$ cat src/rtl/afc_pkg.sv
package afc_pkg;

    localparam int BIT_IDX_W = 5;
    localparam int MAX_WL    = 24;

    typedef enum logic [2:0] {
        WL_8  = 3'd0,
        WL_10 = 3'd1,
        WL_12 = 3'd2,
        WL_16 = 3'd3,
        WL_18 = 3'd4,
        WL_20 = 3'd5,
        WL_22 = 3'd6,
        WL_24 = 3'd7
    } wl_code_e;

    // Level and event pulses of one synchronized pin
    typedef struct packed {
        logic level;
        logic rise;
        logic fall;
    } pin_evt_t;

    function automatic logic [BIT_IDX_W-1:0] wl_bits(input logic [2:0] code);
        logic [BIT_IDX_W-1:0] n;
        case (wl_code_e'(code))
            WL_8:    n = 5'd8;
            WL_10:   n = 5'd10;
            WL_12:   n = 5'd12;
            WL_16:   n = 5'd16;
            WL_18:   n = 5'd18;
            WL_20:   n = 5'd20;
            WL_22:   n = 5'd22;
            default: n = 5'd24;
        endcase
        return n;
    endfunction

endpackage

$ cat src/rtl/afc_edge_sync.sv
module afc_edge_sync
    import afc_pkg::*;
(
    input  logic     clk,
    input  logic     rst,
    input  logic     pin,
    output pin_evt_t evt
);
    logic s1, s2, s3;

    always_ff @(posedge clk) begin
        if (rst) begin
            s1 <= 1'b0;
            s2 <= 1'b0;
            s3 <= 1'b0;
        end else begin
            s1 <= pin;
            s2 <= s1;
            s3 <= s2;
        end
    end

    always_comb begin
        evt.level = s2;
        evt.rise  = s2 & ~s3;
        evt.fall  = ~s2 & s3;
    end

    assert_rise_single_R6: assert property (@(posedge clk) disable iff (rst)
        evt.rise |=> !evt.rise);
    assert_fall_single_R6: assert property (@(posedge clk) disable iff (rst)
        evt.fall |=> !evt.fall);

endmodule

$ cat src/rtl/afc_prescaler.sv
module afc_prescaler #(
    parameter int DIV_W = 8
) (
    input  logic             clk,
    input  logic             rst,
    input  logic             en,
    input  logic             ref_ce,
    input  logic [DIV_W-1:0] div_lim,
    output logic             bclk,
    output logic             bit_adv
);
    logic [DIV_W-1:0] cnt;
    logic             last;

    assign last = (cnt >= div_lim - 1'b1);

    always_ff @(posedge clk) begin
        if (rst || !en) begin
            cnt  <= '0;
            bclk <= 1'b0;
        end else if (ref_ce) begin
            if (last) begin
                cnt  <= '0;
                bclk <= ~bclk;
            end else begin
                cnt <= cnt + 1'b1;
            end
        end
    end

    assign bit_adv = en && ref_ce && last && bclk;

    assert_toggle_on_tick_R2: assert property (@(posedge clk) disable iff (rst)
        (bclk != $past(bclk)) |-> ($past(ref_ce) || !$past(en)));
    assert_adv_on_fall_R2: assert property (@(posedge clk) disable iff (rst)
        bit_adv |=> !bclk);

endmodule

$ cat src/rtl/afc_frame_counter.sv
module afc_frame_counter
    import afc_pkg::*;
#(
    parameter int WORD_W = 5
) (
    input  logic              clk,
    input  logic              rst,
    input  logic              bit_adv,
    input  logic              realign,
    input  logic [2:0]        wl_sel,
    input  logic [WORD_W-1:0] words_m1,
    output logic              word_end,
    output logic              frame_end,
    output logic              fs_int
);
    logic [BIT_IDX_W-1:0] wl;
    logic [BIT_IDX_W-1:0] bit_idx;
    logic [WORD_W-1:0]    word_idx;
    logic                 last_bit, last_word;

    assign wl        = wl_bits(wl_sel);
    assign last_bit  = (bit_idx >= wl - 1'b1);
    assign last_word = (word_idx >= words_m1);
    assign fs_int    = last_bit && last_word;

    always_ff @(posedge clk) begin
        if (rst) begin
            bit_idx   <= '0;
            word_idx  <= '0;
            word_end  <= 1'b0;
            frame_end <= 1'b0;
        end else begin
            word_end  <= 1'b0;
            frame_end <= 1'b0;
            if (realign) begin
                bit_idx  <= wl - 1'b1;
                word_idx <= words_m1;
            end else if (bit_adv) begin
                if (last_bit) begin
                    bit_idx  <= '0;
                    word_end <= 1'b1;
                    if (last_word) begin
                        word_idx  <= '0;
                        frame_end <= 1'b1;
                    end else begin
                        word_idx <= word_idx + 1'b1;
                    end
                end else begin
                    bit_idx <= bit_idx + 1'b1;
                end
            end
        end
    end

    assert_bit_idx_range_R1: assert property (@(posedge clk) disable iff (rst)
        bit_idx < BIT_IDX_W'(MAX_WL));
    assert_word_end_pulse_R3: assert property (@(posedge clk) disable iff (rst)
        word_end |=> !word_end);
    assert_frame_in_word_R4: assert property (@(posedge clk) disable iff (rst)
        frame_end |-> word_end);
    assert_fs_low_at_frame_end_R5: assert property (@(posedge clk) disable iff (rst)
        frame_end |-> !fs_int);

endmodule

$ cat src/rtl/afc_top.sv
module afc_top
    import afc_pkg::*;
#(
    parameter int DIV_W     = 8,
    parameter int MAX_WORDS = 32,
    parameter int MIN_RATIO = 5,
    localparam int WORD_W   = $clog2(MAX_WORDS)
) (
    input  logic              clk,
    input  logic              rst,
    input  logic              ref_ce,
    input  logic [DIV_W-1:0]  bclk_div,
    input  logic [2:0]        wl_sel,
    input  logic [WORD_W-1:0] frame_words_m1,
    input  logic              bclk_ext_sel,
    input  logic              fs_ext_sel,
    input  logic              mclk_en,
    input  logic              ext_bclk,
    input  logic              ext_fs,
    output logic              bclk_o,
    output logic              fs_o,
    output logic              mclk_o,
    output logic              word_end,
    output logic              frame_end,
    output logic              div_err
);
    localparam int N_PINS = 2;
    localparam int P_BCLK = 0;
    localparam int P_FS   = 1;

    logic [N_PINS-1:0] pins;
    pin_evt_t          evt [N_PINS];

    assign pins[P_BCLK] = ext_bclk;
    assign pins[P_FS]   = ext_fs;

    for (genvar g = 0; g < N_PINS; g++) begin : g_sync
        afc_edge_sync u_sync (
            .clk (clk),
            .rst (rst),
            .pin (pins[g]),
            .evt (evt[g])
        );
    end

    logic [DIV_W-1:0] div_eff;
    logic             int_bclk, int_adv, bit_adv, fs_int, mclk_run;

    assign div_eff = (bclk_div == '0) ? DIV_W'(1) : bclk_div;

    afc_prescaler #(.DIV_W(DIV_W)) u_pre (
        .clk     (clk),
        .rst     (rst),
        .en      (!bclk_ext_sel),
        .ref_ce  (ref_ce),
        .div_lim (div_eff),
        .bclk    (int_bclk),
        .bit_adv (int_adv)
    );

    assign bit_adv = bclk_ext_sel ? evt[P_BCLK].fall : int_adv;

    afc_frame_counter #(.WORD_W(WORD_W)) u_cnt (
        .clk       (clk),
        .rst       (rst),
        .bit_adv   (bit_adv),
        .realign   (fs_ext_sel && evt[P_FS].rise),
        .wl_sel    (wl_sel),
        .words_m1  (frame_words_m1),
        .word_end  (word_end),
        .frame_end (frame_end),
        .fs_int    (fs_int)
    );

    assign bclk_o = bclk_ext_sel ? evt[P_BCLK].level : int_bclk;
    assign fs_o   = fs_ext_sel   ? evt[P_FS].level   : fs_int;

    assign mclk_run = mclk_en && !bclk_ext_sel && !fs_ext_sel;

    always_ff @(posedge clk) begin
        if (rst || !mclk_run) begin
            mclk_o <= 1'b0;
        end else if (ref_ce) begin
            mclk_o <= ~mclk_o;
        end
    end

    assign div_err = !bclk_ext_sel && ((32'(div_eff) * 2) < MIN_RATIO);

    assert_mclk_idle_R8: assert property (@(posedge clk) disable iff (rst)
        !mclk_run |=> !mclk_o);
    assert_mclk_tick_R8: assert property (@(posedge clk) disable iff (rst)
        (mclk_o != $past(mclk_o)) |-> ($past(ref_ce) || !$past(mclk_run)));
    assert_no_err_external_R9: assert property (@(posedge clk) disable iff (rst)
        bclk_ext_sel |-> !div_err);
    assert_reset_quiet_R10: assert property (@(posedge clk)
        rst |=> (!word_end && !frame_end && !mclk_o));

endmodule

$ cat config.mk
export PLATFORM = sky130hd
export DESIGN_NAME = afc_top
export DESIGN_NICKNAME = d
export VERILOG_FILES = /design/src/rtl/afc_pkg.sv /design/src/rtl/afc_edge_sync.sv /design/src/rtl/afc_prescaler.sv /design/src/rtl/afc_frame_counter.sv /design/src/rtl/afc_top.sv
export SDC_FILE = /design/constraint.sdc
export NUM_CORES = 1
export LEC_CHECK = 0
export BUFFER_PORTS_ARGS = -buffer_cell sky130_fd_sc_hd__buf_2
export CAP_MARGIN = 20
export CELL_PAD_IN_SITES_DETAIL_PLACEMENT = 0
export CELL_PAD_IN_SITES_GLOBAL_PLACEMENT = 1
export CORE_MARGIN = 2
export CORE_UTILIZATION = 40
export CTS_CLUSTER_SIZE = 8
export DETAILED_ROUTE_END_ITERATION = 6
export PLACE_DENSITY = 0.76
export RECOVER_POWER = 50
export SLEW_MARGIN = 20
export SYNTH_ARGS = -nofsm -noshare
export SYNTH_HDL_FRONTEND = slang
export SYNTH_SLANG_ARGS = --single-unit
$ cat constraint.sdc
create_clock -name clk -period 4.5 [get_ports clk]
set_input_delay 0 -clock clk [delete_from_list [all_inputs] [get_ports clk]]
set_output_delay 0 -clock clk [all_outputs]
set_load 0.1 [all_outputs]
==> run_results.csv <==
group,metric,value,unit
run_status,status,"finished clean",
setup_path,arrival,3.01,ns
place,dp_hpwl,3.16,mm
timing,setup_violations,0,
detailed_routing,via_count,1640,
yosys,synth_common_cells,"28 x dfxtp_1, 22 x ha_1, 19 x nor2_1",
setup_path,crit_chain,"clkbuf_1 -> nor4_1 -> a31oi_1 -> ha_1 -> nand2_1 -> nor3_1 -> xnor2_1 -> ha_1 -> nand4_1 -> o31a_2 -> o211a_1 -> a2111oi_4 -> a211oi_2",
die,start_util,0.412,
die,chipWidth,73.8,µm
timing,worst_clock_skew,0.00310,ns
yosys,ys_ff_latch,28,
yosys,mappedNetlistArea,1950,µm²
timing,finalMaxSlewViolations,0,
setup_path,critPathLaunchType,"input pin",
detailed_routing,drtAntennaViolNets,0,
clock_network,cts_buffer_depth,2,
timing,worst_slew_pin_slew,1.17,ns
clock_network,clkLatencyLatePin,0.28,ns
yosys,synthesis.nets,261,
timing,timing.fmax,350,MHz
min_path,hp-class,"in2reg",
yosys,syn_area_per_cell,9.06,µm²
clock_network,tritoncts,"built",
yosys,yosysUniqueCellTypes,53,
power_and_ir_drop,leakagePower,0.000946,µW
place,io_buffers,29,
place,dpl_worst_slack,1.34,ns
setup_path,max_stage_delay,0.47,ns
clock_network,root_buffer,"clkbuf_8",
layout,fillers,473,
timing,finalHoldViolCount,0,
die,coreArea,4720,µm²
yosys,synth_top_area_share,0.288,
yosys,ys_async_sr_fraction,0,
yosys,synth.most_common_cell,"dfxtp_1",
setup_path,cp_slowest_cell,"nor4_1",
detailed_routing,firstDrtPassIters,6,
yosys,ys.warnings.count,0,
grt,globalRouteOverflowTotal,0,
yosys,synth_top_cell_by_area,"dfxtp_1",
timing,finalCritPeriodShare,0.636,
timing,setup-tns-final,0,ns
timing,timing.final.ws_setup,1.64,ns
detailed_routing,wire_per_inst,13.1,µm
grt,grt.total_usage,0.164,
grt,grt_pass1_vias,1571,
die,rows,25,
layout,areaGrowthSynthToFinish,15.3,%
setup_path,endpoint_kind,"register",
die,die_y,73.8,µm
power_and_ir_drop,vdd_drop_max,0.000134,V
run,cap_viol_max_count,0,
clock_network,clock-sinks,28,
layout,final_nets,293,
layout,antenna_cells,0,
timing,rsz0062_at_grt,"false",
layout,drive_gt1_frac,0.150,
detailed_routing,drtIter0Drc,48,
yosys,synth-edff-count,0,
setup_path,path_max_fanout,10,
timing,fin_crit,2.86,ns
yosys,synthTopCellsByArea,"dfxtp_1 29%, ha_1 14%, xor2_1 4.5%",
grt,grt_first_pass_wirelength,7.11,mm
clock_network,clk_pin_slew,0.09,ns
yosys,synth_ff_type,"dfxtp_1",
setup_path,worstPathRequired,4.65,ns
detailed_routing,drcViolationCount,0,
yosys,synthCells,215,
grt,antenna_found_initial,0,
detailed_routing,drt-total-wl,4.09,mm
layout,regArea,561,µm²
grt,grt_max_degree,21,
die,ios,30,
yosys,ys_seq_area_frac,0.288,
place,gp_congestion,0.760,
timing,max_slew_margin,0.221,
layout,multiInputGateArea,1310,µm²
power_and_ir_drop,p_per_area,244,nW/µm²
die,dieArea,5440,µm²
setup_path,crit_top_cell,"ha_1",
clock_network,cts_max_level,1,
detailed_routing,viasPerCell,5.24,
setup_path,crit_type,"in2reg",
clock_network,cts_buffers,3,
## kinds of logic (layout without fill, tap and decap cells)
family                     after synthesis  after routing  share of synthesized area
AOI/OAI and AO/OA                       53             53                      0.236
DFF                                     28             28                      0.288
adders and majority gates               22             22                      0.141
muxes                                    2              2                     0.0103
xor gates and xnor gates                15             15                     0.0674
buffers and inverters                   19             50                     0.0424
and+or+nand+nor                         76             76                      0.215
## cell type report
cell class / count / area share
clock buffers: 3 / 0.0184
clock inverters: 1 / 0.0134
inverters: 13 / 0.0217
multi-input cells: 168 / 0.581
flip-flops and latches: 28 / 0.250
well taps: 67 / 0.0373
repair buffers: 33 / 0.0786
## per-stage QoR
stage                util  instance area (µm²)  power (µW)  hold WS [ns]  std cells
finish              0.475                 2250         548        0.0373        313
global route        0.475                 2250         576        0.0706        313
CTS                 0.477                 2250         557        0.0237        313
detailed placement  0.454                 2140         352         0.215        305
global placement    0.454                 2140         351         0.208        305
floorplan               -                 1950         326        0.0793        215
## final timing paths
check,from,to,slack (ns),cells past startpoint
worst max-delay path,bclk_div[4],u_cnt.word_idx[0]$_SDFFE_PP0P_,1.64,13
worst min-delay path,wl_sel[2],u_cnt.bit_idx[4]$_SDFFE_PP0P_,0.04,3
worst max register to register,u_pre.cnt[0]$_SDFFE_PP0P_,u_cnt.word_idx[1]$_SDFFE_PP0P_,2.11,8
worst min register to register,g_sync[1].u_sync.s1$_SDFF_PP0_,g_sync[1].u_sync.s2$_SDFF_PP0_,0.45,1
## sequential cells by signal, summed over array words and instances (netlist names)
register and cells:
u_pre.cnt 8, u_cnt.bit_idx 5, u_cnt.word_idx 5, g_sync.u_sync.s1 2, g_sync.u_sync.s2 2, g_sync.u_sync.s3 2, mclk_o 1, u_cnt.frame_end 1
u_cnt.word_end 1, u_pre.bclk 1
## where the power goes
part	leakage (µW)	internal, µW	switching [µW]
sequential	0.000227	253	4.84
combinational	0.000683	38.2	52.9
clock	0.0000357	119	79.9
## critical path, delay by kind of cell
family	cells	cell delay, ns
xor gates and xnor gates	1	0.13
and+or+nand+nor	4	0.72
AOI/OAI and AO/OA	5	1.48
buffers and inverters	1	0.12
adders and majority gates	2	0.54
## routing by layer
metal	vias up	share of wire	track usage	routed length, µm
li1	852	-	-	-
met4	0	0.0090	0.0485	37
met1	753	0.52	0.240	2120
met3	4	0.035	0.0192	143
met2	31	0.44	0.251	1790
met5	-	0	0	0
## layout by cell type, fill, tap and decap left out, types with 6 or more instances in the layout
master    netlist  routed
a21oi_1        12      12
inv_1          13      13
clkbuf_1        4       7
nor2_1         19      19
buf_2           0      22
dfxtp_1        28      28
nor2b_1         9       9
ha_1           22      22
nor3_1          6       6
nand2b_1        6       6
xor2_1         10      10
nand2_1         9       9
## repair_timing
item,in CTS,in global routing
hold buffers,4,0
gates resized for setup,0,0
setup buffers,0,0
endpoints found under the hold margin,4,0
No activity file was read; power rests on OpenSTA's default activity.
